### config.mk
export PLATFORM = sky130hd
export DESIGN_NAME = pt_xlate_unit
export DESIGN_NICKNAME = d
export VERILOG_FILES = /design/src/rtl/pt_xlate_pkg.sv /design/src/rtl/pt_addr_gen.sv /design/src/rtl/pt_perm_check.sv /design/src/rtl/pt_xlate_unit.sv
export SDC_FILE = /design/constraint.sdc
export NUM_CORES = 1
export LEC_CHECK = 0
export ABC_AREA = 1
export BUFFER_PORTS_ARGS = -buffer_cell sky130_fd_sc_hd__buf_2
export CAP_MARGIN = 20
export CORE_ASPECT_RATIO = 1.25
export CORE_MARGIN = 2
export CORE_UTILIZATION = 35
export CTS_CLUSTER_SIZE = 28
export DETAILED_ROUTE_END_ITERATION = 7
export PLACE_DENSITY = 0.68
export SYNTH_ARGS = -nofsm -noshare
export SYNTH_HDL_FRONTEND = slang
export SYNTH_SLANG_ARGS = --single-unit
### constraint.sdc
create_clock -name clk -period 5.26 [get_ports clk]
set_input_delay 1.578 -clock clk [delete_from_list [all_inputs] [get_ports clk]]
set_output_delay 1.578 -clock clk [all_outputs]
set_load 0.02 [all_outputs]
### src/rtl/pt_xlate_pkg.sv
package pt_xlate_pkg;

    typedef enum logic [2:0] {
        ST_IDLE,
        ST_FETCH_PTE,
        ST_CHECK,
        ST_WRITEBACK_PTE,
        ST_DATA_ACCESS,
        ST_RESPOND,
        ST_FAULT
    } xl_state_e;

    localparam logic [1:0] KIND_LOAD  = 2'b00;
    localparam logic [1:0] KIND_STORE = 2'b01;

    localparam logic [1:0] TRAP_NONE    = 2'b00;
    localparam logic [1:0] TRAP_INVALID = 2'b01;
    localparam logic [1:0] TRAP_ABSENT  = 2'b10;
    localparam logic [1:0] TRAP_PROT    = 2'b11;

    // flag byte bit positions
    localparam int FB_VALID   = 7;
    localparam int FB_PRESENT = 6;
    localparam int FB_RD      = 5;
    localparam int FB_WR      = 4;
    localparam int FB_EX      = 3;
    localparam int FB_USER    = 2;
    localparam int FB_ACC     = 1;
    localparam int FB_DIRTY   = 0;

endpackage

### src/rtl/pt_addr_gen.sv
module pt_addr_gen #(
    parameter int VA_W       = 6,
    parameter int PAGE_OFS_W = 4,
    parameter int PA_W       = 7
) (
    input  logic [PA_W-1:0]            base,
    input  logic [VA_W-1:0]            vaddr,
    input  logic [PA_W-PAGE_OFS_W-1:0] pfn,
    output logic [PA_W-1:0]            ent_addr,
    output logic [PA_W-1:0]            phys_addr
);
    localparam int VPN_W = VA_W - PAGE_OFS_W;

    logic [VPN_W-1:0] vpn;

    always_comb begin
        vpn       = vaddr[VA_W-1:PAGE_OFS_W];
        // two bytes per entry: index scaled by two
        ent_addr  = base + {{(PA_W-VPN_W-1){1'b0}}, vpn, 1'b0};
        phys_addr = {pfn, vaddr[PAGE_OFS_W-1:0]};
    end
endmodule

### src/rtl/pt_perm_check.sv
module pt_perm_check
    import pt_xlate_pkg::*;
(
    input  logic [7:0] flags,
    input  logic [1:0] kind,
    input  logic       user,
    output logic [1:0] trap,
    output logic [7:0] flags_new,
    output logic       need_wb
);
    logic allowed;

    always_comb begin
        case (kind)
            KIND_LOAD:  allowed = flags[FB_RD];
            KIND_STORE: allowed = flags[FB_WR];
            default:    allowed = flags[FB_EX];
        endcase
        if (user && !flags[FB_USER]) allowed = 1'b0;

        if (!flags[FB_VALID])        trap = TRAP_INVALID;
        else if (!flags[FB_PRESENT]) trap = TRAP_ABSENT;
        else if (!allowed)           trap = TRAP_PROT;
        else                         trap = TRAP_NONE;

        flags_new            = flags;
        flags_new[FB_ACC]    = 1'b1;
        if (kind == KIND_STORE) flags_new[FB_DIRTY] = 1'b1;
        need_wb = (flags_new != flags);
    end
endmodule

### src/rtl/pt_xlate_unit.sv
module pt_xlate_unit
    import pt_xlate_pkg::*;
#(
    parameter int VA_W       = 6,
    parameter int PAGE_OFS_W = 4,
    parameter int PA_W       = 7,
    parameter int DATA_W     = 8
) (
    input  logic              clk,
    input  logic              rst_n,
    input  logic [PA_W-1:0]   pt_base,
    input  logic              req_valid,
    output logic              req_ready,
    input  logic [VA_W-1:0]   req_vaddr,
    input  logic [1:0]        req_kind,
    input  logic              req_user,
    input  logic [DATA_W-1:0] req_wdata,
    output logic              rsp_valid,
    output logic [1:0]        rsp_trap,
    output logic [DATA_W-1:0] rsp_rdata,
    output logic              mem_req,
    output logic              mem_we,
    output logic [PA_W-1:0]   mem_addr,
    output logic [DATA_W-1:0] mem_wdata,
    input  logic [DATA_W-1:0] mem_rdata
);
    localparam int PFN_W = PA_W - PAGE_OFS_W;

    typedef struct packed {
        xl_state_e          st;
        logic [1:0]         ph;
        logic [VA_W-1:0]    va;
        logic [1:0]         kind;
        logic               user;
        logic [DATA_W-1:0]  wd;
        logic [7:0]         flags;
        logic [PFN_W-1:0]   pfn;
        logic [1:0]         trap;
        logic [DATA_W-1:0]  rd;
    } ctl_t;

    localparam ctl_t CTL_RESET = '{st: ST_IDLE, default: '0};

    ctl_t q, d;

    logic [PA_W-1:0] ent_addr, phys_addr;
    logic [1:0]      trap_c;
    logic [7:0]      flags_new;
    logic            need_wb;

    pt_addr_gen #(.VA_W(VA_W), .PAGE_OFS_W(PAGE_OFS_W), .PA_W(PA_W)) u_addr (
        .base(pt_base), .vaddr(q.va), .pfn(q.pfn),
        .ent_addr(ent_addr), .phys_addr(phys_addr)
    );

    pt_perm_check u_perm (
        .flags(q.flags), .kind(q.kind), .user(q.user),
        .trap(trap_c), .flags_new(flags_new), .need_wb(need_wb)
    );

    always_comb begin
        d         = q;
        req_ready = 1'b0;
        rsp_valid = 1'b0;
        mem_req   = 1'b0;
        mem_we    = 1'b0;
        mem_addr  = '0;
        mem_wdata = '0;
        case (q.st)
            ST_IDLE: begin
                req_ready = 1'b1;
                if (req_valid) begin
                    d.va   = req_vaddr;
                    d.kind = req_kind;
                    d.user = req_user;
                    d.wd   = req_wdata;
                    d.trap = TRAP_NONE;
                    d.rd   = '0;
                    d.ph   = 2'd0;
                    d.st   = ST_FETCH_PTE;
                end
            end
            ST_FETCH_PTE: begin
                // beat 0: read flags; beat 1: read frame, take flags; beat 2: take frame
                mem_req  = (q.ph != 2'd2);
                mem_addr = (q.ph == 2'd0) ? ent_addr : ent_addr + PA_W'(1);
                d.ph     = q.ph + 2'd1;
                if (q.ph == 2'd1) d.flags = mem_rdata[7:0];
                if (q.ph == 2'd2) begin
                    d.pfn = mem_rdata[PFN_W-1:0];
                    d.st  = ST_CHECK;
                end
            end
            ST_CHECK: begin
                d.trap = trap_c;
                d.ph   = 2'd0;
                if (trap_c != TRAP_NONE) d.st = ST_FAULT;
                else if (need_wb)        d.st = ST_WRITEBACK_PTE;
                else                     d.st = ST_DATA_ACCESS;
            end
            ST_WRITEBACK_PTE: begin
                mem_req   = 1'b1;
                mem_we    = 1'b1;
                mem_addr  = ent_addr;
                mem_wdata = DATA_W'(flags_new);
                d.flags   = flags_new;
                d.st      = ST_DATA_ACCESS;
            end
            ST_DATA_ACCESS: begin
                if (q.ph == 2'd0) begin
                    mem_req   = 1'b1;
                    mem_we    = (q.kind == KIND_STORE);
                    mem_addr  = phys_addr;
                    mem_wdata = q.wd;
                    d.ph      = 2'd1;
                end else begin
                    d.rd = (q.kind == KIND_STORE) ? '0 : mem_rdata;
                    d.st = ST_RESPOND;
                end
            end
            ST_RESPOND: begin
                rsp_valid = 1'b1;
                d.st      = ST_IDLE;
            end
            ST_FAULT: begin
                rsp_valid = 1'b1;
                d.st      = ST_IDLE;
            end
            default: d.st = ST_IDLE;
        endcase
        rsp_trap  = rsp_valid ? q.trap : TRAP_NONE;
        rsp_rdata = rsp_valid ? q.rd : '0;
    end

    always_ff @(posedge clk or negedge rst_n) begin
        if (!rst_n) q <= CTL_RESET;
        else        q <= d;
    end
endmodule

==> flow_summary.ini <==
[global_routing]
grt_max_degree = 44
grt.total_usage_pct = 15.4
grt_pass1_vias = 2029
use_met1_pct = 18.9
globalRoute.totalOverflow = 0
grtUsageMet3_pct = 2.31
met2_usage_pct = 27.9
antenna_found_initial = 0
globalRoute.busiestLayer = met2
grt_pass1_wl_um = 9530

[drt]
drcViolationCount = 0
drtIter0Drc = 113
vias = 2267
drt-pass1-iter-count = 5
wire_per_inst_um = 12.0
ant_nets = 0
drt_wl_total_um = 5810
viasPerCell = 4.67

[logic_synthesis]
synth_edf_count = 0
synth_area_um2 = 2490
yosysSeqAreaShare_pct = 43.2
synth-main-ff-cell = dfrtp_1
synthCells = 332
ys_top_cells_by_area = dfrtp_1 (43%), nand2_1 (17%), inv_1 (6.3%), o21ai_0 (5.4%), nand3_1 (5.2%)
synth_area_leader_cell = dfrtp_1
avgSynthCellArea_um2 = 7.50
syn_nets = 375
yosysUniqueCellTypes = 36
synthDominantCellAreaShare_pct = 43.2
ys_ff_latch = 43
yosysWarnings = 0
synth_async_sr_flop_share_pct = 100

[cells_and_area]
fin_area_um2 = 2950
drive_above_1_share_pct = 22.5
largest_register_ffs = 43
final_cells = 485
regArea_um2 = 1080
multi_input_area_um2 = 1180
largestRegisters = q x43
fill_cells = 700
diodes = 0
syn2layout_area_growth_pct = 18.3
top_register = q
layout.nets = 437

[floorplan]
rows = 34
die_area_um2 = 7810
die_w_um = 79.4
die_h_um = 98.3
initial_utilization_pct = 35.9
ios = 64
coreArea_um2 = 6930

[critical_path]
timing.critical_path.arrival_ns = 3.26
critical_path.startpoint = pt_base[1]
crit_chain = buf_2, ha_1, fa_1, nand4_1, nor2_1, inv_1, o21ai_0, nand3_1, nand3_1, buf_2
cp_slowest_cell = fa_1
path_delay_family = adder cells
worst-path-buf-inv = 3
r2r-start = q[40]
critPathMaxFanout = 4
timing_worst_setup_path_type = primary input to output port
start_kind = primary input
cp.required_ns = 3.68
end_kind = output port
critPathMaxStageDelay_ns = 0.55

[power_and_ir_drop]
power_leakage_nw = 1.58
power_mw = 1.52
peakVddDrop_mv = 0.208
power_density_nw_per_um2 = 516

[place]
gp_congestion = 0.744
pre_cts_ws_ns = 0.436
hpwl_um = 4520
dp_cells = 477
portBuffers = 63
dpl_cell_area_um2 = 2860

[flow_run]
drv_cap = 0

[timing]
setup_violations = 0
period_share_pct = 91.9
slew_headroom_pct = 36.4
fin_ws_ns = 0.423
max_slew.worst_pin.slew_ns = 0.954
min_period_ns = 4.84
rsz0062_at_grt = false
clock.fmax_mhz = 207
worst_clock_skew_ns = 0.00637
drv_slew = 0
hold_viol_final = 0
fin_tns_setup_ns = 0

[min_path]
hold_class = register to register
hp-start = q[28]

[clocking]
cts_root_buffer = clkbuf_8
cts_tree = done
cts_hold_buf = 0
cts_setup_buffers = 0
clk_pin_slew_ns = 0.07
h-tree-depth = 2
clock_sinks = 43
clock_path_buffers = 2
numCtsBuffers = 5
post_cts_resized = 0
clkLatencyLatePin_ns = 0.29

[status]
status = completed
## Yosys cell counts, types with 2 or more instances
| master | count |
|---|---|
| nand2_2 | 4 |
| a21oi_1 | 3 |
| o21ai_1 | 8 |
| nor2_1 | 20 |
| nand2_1 | 111 |
| nor2_4 | 4 |
| inv_2 | 3 |
| xor2_1 | 2 |
| dfrtp_1 | 43 |
| nand3_1 | 26 |
| buf_6 | 2 |
| nor3_1 | 2 |
| buf_2 | 4 |
| o211ai_1 | 2 |
| nand4_1 | 2 |
| nor2_2 | 2 |
| ha_1 | 7 |
| nand3b_1 | 2 |
| inv_1 | 42 |
| o21ai_0 | 27 |
## per-stage QoR
step / hold slack, ns / util [%]
2_1_floorplan: 0.442 / -
3_3_place_gp: 0.457 / 41.3
3_5_place_dp: 0.463 / 41.3
4_1_cts: 0.483 / 42.5
5_1_grt: 0.499 / 42.5
6_report: 0.478 / 42.5
## path summary, 6_finish.rpt
| check | depth (start not counted) | endpoint | slack, ns |
|---|---|---|---|
| setup / recovery | 10 | mem_addr[5] | 0.42 |
| hold / removal | 2 | q[28] | 0.48 |
| min in group asynchronous | 1 | q[25] | 1.43 |
| setup reg to reg | 7 | q[4] | 3.40 |
| hold reg to reg | 2 | q[28] | 0.48 |
| max in group asynchronous | 1 | q[33] | 3.23 |
## cell families after synthesis
logic type	after synthesis	share of synthesized area, %
fa+ha+maj	8	4.32
xor+xnor	3	1.06
mux	1	0.603
compound gates	45	10.3
buf+inv	55	9.40
flops	43	43.2
simple gates	177	31.2
## layout by cell type, fill, tap and decap left out, drive strengths merged
master and n:
nand2 116, buf 63, inv 46, dfrtp 43
o21ai 36, nand3 26, nor2 26, ha 7
clkbuf 7, a21oi 3, nor3 3, xor2 2
nand3b 2, nand4 2, clkinv 2, o211ai 2
or2 2, o311ai 1, xnor2 1, a22oi 1
a32o 1, a21boi 1, mux2 1, fa 1
## per-layer routing
| layer | vias up | routed length (um) |
|---|---|---|
| li1 | 1166 | - |
| met1 | 1046 | 2500 |
| met4 | 0 | 68 |
| met2 | 50 | 3020 |
| met5 | - | 0 |
| met3 | 5 | 221 |
## report_power, final
| group | switching [mW] | leakage [nW] | internal (mW) |
|---|---|---|---|
| Clock | 0.107 | 0.0422 | 0.0932 |
| Sequential | 0.0819 | 0.543 | 0.474 |
| Combinational | 0.513 | 0.998 | 0.251 |
| Total | 0.703 | 1.58 | 0.818 |
## final cells by class
class | count | share of cell area, %
multi-input combinational | 234 | 40.1
clock inverter | 1 | 0.170
clock buffer | 7 | 2.59
tap | 90 | 3.82
timing repair buffer | 63 | 10.7
sequential | 43 | 36.5
inverter | 47 | 6.12
## worst register-to-register path, stage by stage, from the launching register on
cell	delay (ns)
dfrtp_1	0.45
nor2_4	0.17
nand2_2	0.09
nor2_4	0.43
inv_4	0.20
o21ai_4	0.22
nand3_1	0.11
o21ai_1	0.11
(Power assumes the default switching activity.)
